--- config.mk ---
export PLATFORM = sky130hd
export DESIGN_NAME = dual_tx_path
export DESIGN_NICKNAME = d
export VERILOG_FILES = /design/src/rtl/dual_tx_pkg.sv /design/src/rtl/dual_tx_dp.sv /design/src/rtl/dual_tx_ctrl.sv /design/src/rtl/dual_tx_path.sv
export SDC_FILE = /design/constraint.sdc
export NUM_CORES = 1
export LEC_CHECK = 0
export ABC_CLOCK_PERIOD_IN_PS = 7500
export BUFFER_PORTS_ARGS = -buffer_cell sky130_fd_sc_hd__buf_2
export CAP_MARGIN = 15
export CORE_UTILIZATION = 60
export DETAILED_ROUTE_END_ITERATION = 7
export PLACE_DENSITY = 0.77
export SLEW_MARGIN = 20
export SYNTH_ARGS = -nofsm -noshare
export SYNTH_HDL_FRONTEND = slang
export SYNTH_HIERARCHICAL = 1
export SYNTH_SLANG_ARGS = --single-unit
--- constraint.sdc ---
create_clock -name clk -period 7.5 [get_ports clk]
set_clock_uncertainty 0.05 [all_clocks]
set_input_delay 2.25 -clock clk [delete_from_list [all_inputs] [get_ports clk]]
set_output_delay 2.25 -clock clk [all_outputs]
set_load 0.005 [all_outputs]
--- src/rtl/dual_tx_pkg.sv ---
package dual_tx_pkg;
  // Strobes from control to datapath, all valid for one cycle
  typedef struct packed {
    logic push;     // store wrData at the tail
    logic load;     // move head byte into the shifter, begin frame
    logic flush;    // discard every buffered byte
    logic advance;  // bit boundary for the shifter
  } dpStrobe_t;
endpackage

--- src/rtl/dual_tx_dp.sv ---
module dual_tx_dp
  import dual_tx_pkg::*;
#(
  parameter int DEPTH = 16,
  parameter int DW    = 8,
  localparam int PW   = (DEPTH > 1) ? $clog2(DEPTH) : 1,
  localparam int CW   = $clog2(DEPTH + 1),
  localparam int RW   = $clog2(DW + 2)
) (
  input  logic          clk,
  input  logic          rstN,
  input  dpStrobe_t     stb,
  input  logic [DW-1:0] wrData,
  input  logic          msbFirst,
  input  logic          sevenBit,
  output logic [CW-1:0] count,
  output logic          busy,
  output logic          frameDone,
  output logic          txLine
);
  logic [DW-1:0] mem [DEPTH];
  logic [PW-1:0] wrPtr, rdPtr;
  logic [DW-1:0] head, revHead, ordered, shiftReg;
  logic [RW-1:0] remain;

  assign head = mem[rdPtr];

  for (genvar i = 0; i < DW; i++) begin : g_rev
    assign revHead[i] = head[DW-1-i];
  end

  // Reversal puts the top bit at position 0; in 7-bit mode the dropped
  // bit falls off the end of the shorter count in either order.
  assign ordered = msbFirst ? revHead : head;

  function automatic logic [PW-1:0] nextPtr(input logic [PW-1:0] p);
    return (p == PW'(DEPTH - 1)) ? '0 : p + PW'(1);
  endfunction

  always_ff @(posedge clk or negedge rstN) begin
    if (!rstN) begin
      for (int k = 0; k < DEPTH; k++) mem[k] <= '1;
      wrPtr <= '0;
      rdPtr <= '0;
      count <= '0;
    end else if (stb.flush) begin
      wrPtr <= '0;
      rdPtr <= '0;
      count <= '0;
    end else begin
      if (stb.push) begin
        mem[wrPtr] <= wrData;
        wrPtr      <= nextPtr(wrPtr);
      end
      if (stb.load) rdPtr <= nextPtr(rdPtr);
      count <= count + {{(CW-1){1'b0}}, stb.push} - {{(CW-1){1'b0}}, stb.load};
    end
  end

  always_ff @(posedge clk or negedge rstN) begin
    if (!rstN) begin
      busy     <= 1'b0;
      txLine   <= 1'b1;
      shiftReg <= '1;
      remain   <= '0;
    end else if (stb.load) begin
      busy     <= 1'b1;
      txLine   <= 1'b0;
      shiftReg <= ordered;
      remain   <= sevenBit ? RW'(DW) : RW'(DW + 1);
    end else if (stb.advance && busy) begin
      if (remain > RW'(1)) begin
        txLine   <= shiftReg[0];
        shiftReg <= {1'b1, shiftReg[DW-1:1]};
        remain   <= remain - RW'(1);
      end else if (remain == RW'(1)) begin
        txLine <= 1'b1;
        remain <= '0;
      end else begin
        busy <= 1'b0;
      end
    end
  end

  assign frameDone = busy && (remain == '0);
endmodule

--- src/rtl/dual_tx_ctrl.sv ---
module dual_tx_ctrl
  import dual_tx_pkg::*;
#(
  parameter int DEPTH = 16,
  parameter int TW    = 4,
  localparam int CW   = $clog2(DEPTH + 1)
) (
  input  logic          clk,
  input  logic          rstN,
  input  logic          fifoMode,
  input  logic          txEnable,
  input  logic [TW-1:0] trigLevel,
  input  logic          wrValid,
  input  logic          baudTick,
  input  logic [CW-1:0] count,
  input  logic          busy,
  input  logic          frameDone,
  output dpStrobe_t     stb,
  output logic          spaceIrq,
  output logic          emptyIrq,
  output logic          overflow
);
  localparam logic [CW-1:0] CAP_Q = CW'(DEPTH);
  localparam logic [CW-1:0] CAP_S = CW'(1);

  logic [CW-1:0] cap, trigEff, batch, batchNext;
  logic enPrev, flushPend, armed;
  logic shifterFree, gateOk, flushNow, drop, emptyEvent, batchHit;

  always_comb begin
    cap         = fifoMode ? CAP_Q : CAP_S;
    trigEff     = (trigLevel == '0) ? CAP_Q : CW'(trigLevel);
    shifterFree = !busy || frameDone;
    gateOk      = txEnable && (!fifoMode || armed || (count >= trigEff));
    flushNow    = flushPend && !busy;

    stb.flush   = flushNow;
    stb.advance = baudTick;
    stb.load    = baudTick && shifterFree && gateOk && (count != '0) && !flushNow;
    stb.push    = wrValid && !flushNow && (count < cap);
    drop        = wrValid && !flushNow && (count >= cap);

    emptyEvent  = fifoMode && baudTick && frameDone && !stb.load && (count == '0);
    batchNext   = batch + CW'(1);
    batchHit    = (batchNext == trigEff);
  end

  always_ff @(posedge clk or negedge rstN) begin
    if (!rstN) begin
      enPrev    <= 1'b0;
      flushPend <= 1'b0;
      armed     <= 1'b0;
      batch     <= '0;
      spaceIrq  <= 1'b0;
      emptyIrq  <= 1'b0;
      overflow  <= 1'b0;
    end else begin
      enPrev <= txEnable;
      if (enPrev && !txEnable)   flushPend <= 1'b1;
      else if (flushNow)         flushPend <= 1'b0;

      if (flushNow || emptyEvent)       armed <= 1'b0;
      else if (fifoMode && stb.load)    armed <= 1'b1;

      if (flushNow || emptyEvent || !fifoMode) batch <= '0;
      else if (stb.load)                       batch <= batchHit ? '0 : batchNext;

      spaceIrq <= stb.load && (!fifoMode || batchHit);
      emptyIrq <= emptyEvent;
      overflow <= overflow | drop;
    end
  end
endmodule

--- src/rtl/dual_tx_path.sv ---
module dual_tx_path
  import dual_tx_pkg::*;
#(
  parameter int DEPTH = 16,
  parameter int DW    = 8,
  parameter int TW    = 4,
  localparam int CW   = $clog2(DEPTH + 1)
) (
  input  logic          clk,
  input  logic          rstN,
  input  logic          fifoMode,
  input  logic          txEnable,
  input  logic [TW-1:0] trigLevel,
  input  logic          msbFirst,
  input  logic          sevenBit,
  input  logic          wrValid,
  input  logic [DW-1:0] wrData,
  input  logic          baudTick,
  output logic          txLine,
  output logic          spaceIrq,
  output logic          emptyIrq,
  output logic          overflow
);
  dpStrobe_t     stb;
  logic [CW-1:0] qCount;
  logic          busy, frameDone;

  dual_tx_ctrl #(.DEPTH(DEPTH), .TW(TW)) u_ctrl (
    .clk(clk), .rstN(rstN), .fifoMode(fifoMode), .txEnable(txEnable),
    .trigLevel(trigLevel), .wrValid(wrValid), .baudTick(baudTick),
    .count(qCount), .busy(busy), .frameDone(frameDone), .stb(stb),
    .spaceIrq(spaceIrq), .emptyIrq(emptyIrq), .overflow(overflow)
  );

  dual_tx_dp #(.DEPTH(DEPTH), .DW(DW)) u_dp (
    .clk(clk), .rstN(rstN), .stb(stb), .wrData(wrData),
    .msbFirst(msbFirst), .sevenBit(sevenBit), .count(qCount),
    .busy(busy), .frameDone(frameDone), .txLine(txLine)
  );
endmodule

==> results by group <==
Power and ir drop
  • Pwr dens: around 340 nW/um^2
  • Leakage Power: about 0.0038 uW
  • VDD IR max: a little over 0.0002 V

Route
  • Final Routed Wirelength: around 18000 um
  • DRC Markers: 0
  • Via count: around 5200
  • Initial DRC Count: 425
  • DRT Pass-1 Iters: 5
  • Drt via density: ~6.3
  • Wire per inst: 21.4 um
  • Final antenna-violating net count: 0

Flow run
  • Total of max-cap violations: 0

Setup path
  • Reg-to-Reg End: u_dp/count[4]$_DFF_PN0_
  • CP Data Arrival Time: between 5 and 6 ns
  • Crit path kind: in -> reg
  • Worst reg-to-reg setup slack: around 3.8 ns
  • Startpoint types: primary input
  • Worst path required time: about 7.7 ns
  • Setup crit end kind: flop
  • Worst reg2reg startpoint: u_dp/remain[1]$_DFFE_PN0P_
  • R2R depth: 17
  • CP startpoint: trigLevel[0]
  • Worst-path fanout max: 7

Clock tree
  • Hold buffers post-CTS: 0
  • TritonCTS clock tree: built
  • CTS Buf Count: 17
  • CTS Buffer Depth: 2
  • # H-tree levels: 4
  • Root buf cell: clkbuf_16
  • Latest clock arrival within the worst-skew pair: 0.43 ns
  • Setup Fix Bufs, Post-CTS: 0
  • CTS sink cnt: between 150 and 200
  • Clock transition at the registers of the reported paths: roughly 0.060 ns
  • Post-cts sizing count: 0

Timing
  • Slew headroom: 0.376
  • Fin crit period: ~5.5 ns
  • Fin crit share: 0.734
  • RSZ-0062 raised after global routing: false
  • F_max: between 0.15 and 0.2 GHz
  • Worst Tran Pin Value: 0.930 ns
  • Max Slew Vio Count: 0
  • Setup Viol. Count Final: 0
  • Setup TNS: 0 ns
  • Endpoints failing hold: 0

Layout
  • Fill cell count: 953
  • Commonest non-fill, non-tap cells in the layout: 137 x mux2_2, 137 x dfstp_2, 29 x nand2_1
  • Final cell count without fillers: between 800 and 900
  • Final instance area: around 9300 um^2
  • Nets: roughly 690
  • Area Overhead vs Synth: 10.0%
  • Layout cells sized above 1: 0.576
  • Antenna cell count: 0

Yosys
  • Dominant synthesized flop cell: dfstp_2
  • Syn Inst Count: approximately 630
  • Distinct cell type count after synthesis: between 50 and 60
  • Ys Warns: 6
  • Post-synthesis sequential area ratio: 0.510
  • Area contributors post-synth: dfstp_2 42%, mux2_2 18%, dfrtp_1 8.6%
  • Seq cells post-synth: 166
  • Syn Area/Cell: between 10 and 15 um^2
  • FFs w/ async S/R, synth: 1.00
  • Mapped Nets: 670
  • Number of synthesized flops with an enable pin: 0
  • Top cell type's share of synthesized area: 0.424
  • Synthesized area: ~8500 um^2
  • Yosys top cell by area: dfstp_2

Worst hold path
  • Hold depth: 1
  • Hold endpoint: u_ctrl/overflow$_DFF_PN0_
  • HP Class: reg -> reg
  • Worst Hold Launch: u_ctrl/overflow$_DFF_PN0_

Placed design
  • Input/output buffers: 23
  • Post-Place Cells: slightly above 800
  • Gpl congestion: between 0.8 and 0.9
  • Placed instance area: between 8000 and 9000 um^2
  • DP HPWL: 11700 um

Floorplan
  • Initial Utilization: 0.613
  • Die Wd: 121 um
  • Core footprint: 13800 um^2
  • Die H: between 100 and 150 um
  • I/O Pins: 24
  • Die footprint: 14600 um^2
  • Core Rows: between 40 and 50

GRT
  • GRT overflow: 0
  • First-pass GRT wire length: approximately 29000 um
  • Largest net degree at the start of global routing: between 80 and 90
  • Initial antenna violation count: 0
  • Vias in the first global route: 5555
  • GRT Overall Usage: 0.266

Outcome
  • Status: finished, final reports clean
-- metal layers --
metal	up-vias	part of all wire	GRT usage
li1	2343	-	-
met1	2717	0.43	0.348
met2	136	0.51	0.439
met3	32	0.044	0.0592
met4	0	0.019	0.0910
met5	-	0	0
-- critical path: stages --
cell      delay [ns]
buf_2           0.12
or4_4           0.55
ha_1            0.32
a211oi_1        0.24
nand2_1         0.11
a31oi_1         0.47
nor2_1          0.16
ha_1            0.32
inv_1           0.06
ha_1            0.16
inv_1           0.06
fa_1            0.40
inv_1           0.07
a21o_1          0.12
a21oi_1         0.08
xnor2_1         0.17
nor2_1          0.06
-- final cells by class --
cell class                 instances  area [um^2]  share of cell area
sequential                       166         4330               0.464
multi-input combinational        410         3910               0.419
clock buffer                      24          523              0.0560
tap                              180          225              0.0241
timing repair buffer              27          155              0.0166
clock inverter                     7          114              0.0122
inverter                          22         82.6             0.00885
-- flip-flops by register name (all words and copies together), names as in the netlist --
register	cells
u_dp/mem	128
u_dp/shiftReg	8
u_ctrl/batch	5
u_dp/count	5
u_dp/rdPtr	4
u_dp/remain	4
u_dp/wrPtr	4
u_ctrl/armed	1
u_ctrl/emptyIrq	1
u_ctrl/enPrev	1
u_ctrl/flushPend	1
u_ctrl/overflow	1
u_ctrl/spaceIrq	1
u_dp/busy	1
u_dp/txLine	1
-- stage by stage --
step / hold WS (ns) / worst slack, ns / power, uW / utilization
2_1_floorplan: 0.401 / 2.04 / 2010 / -
3_3_place_gp: 0.419 / 1.83 / 2170 / 0.629
3_5_place_dp: 0.428 / 1.60 / 2250 / 0.629
4_1_cts: 0.455 / 2.06 / 3180 / 0.675
5_1_grt: 0.458 / 1.78 / 3340 / 0.675
6_report: 0.461 / 2.00 / 3180 / 0.675
-- cell usage after synthesis (2+ instances only) --
cell,n
dfstp_2,137
mux2_2,137
dfrtp_1,29
nand2_1,29
nor2_1,26
inv_1,22
mux4_2,22
ha_1,20
a21oi_1,19
clkbuf_1,17
mux2i_1,17
nand3_1,12
nor2_2,12
a221oi_1,9
a31oi_1,9
nor3_1,9
nor2b_1,8
o21ai_0,7
xor2_1,7
o22ai_1,6
buf_2,5
nand4_1,5
buf_4,4
mux4_1,4
nand2b_1,4
o21a_1,4
a211oi_1,3
a211oi_2,3
a22oi_1,3
buf_6,3
o31ai_1,3
xnor2_1,3
a21o_1,2
and3_1,2
nand4b_1,2
o211ai_1,2
-- cells by family (layout without fill, tap and decap cells) --
family / Yosys count / count (layout) / synth area share
fa+ha+maj: 21 / 21 / 0.0319
mux: 180 / 180 / 0.273
xor+xnor: 13 / 13 / 0.0179
compound gates: 76 / 76 / 0.0657
simple gates: 120 / 120 / 0.0724
flops: 166 / 166 / 0.510
buf+inv: 53 / 80 / 0.0294
-- worst max path at each step --
stage / to
after detailed placement: u_dp/count[4]$_DFF_PN0_
after CTS: u_dp/count[4]$_DFF_PN0_
after global routing: u_dp/count[4]$_DFF_PN0_
final: u_dp/count[4]$_DFF_PN0_
after global placement: u_dp/count[4]$_DFF_PN0_
after floorplan: u_dp/count[4]$_DFF_PN0_
-- report_power, final --
| part | leakage, uW | internal [uW] | switching [uW] |
|---|---|---|---|
| clock network | 0.000314 | 585 | 342 |
| logic | 0.00167 | 445 | 500 |
| registers | 0.00179 | 1180 | 127 |
| total | 0.00378 | 2210 | 968 |
Note: power is estimated with default switching activity, not from simulation.
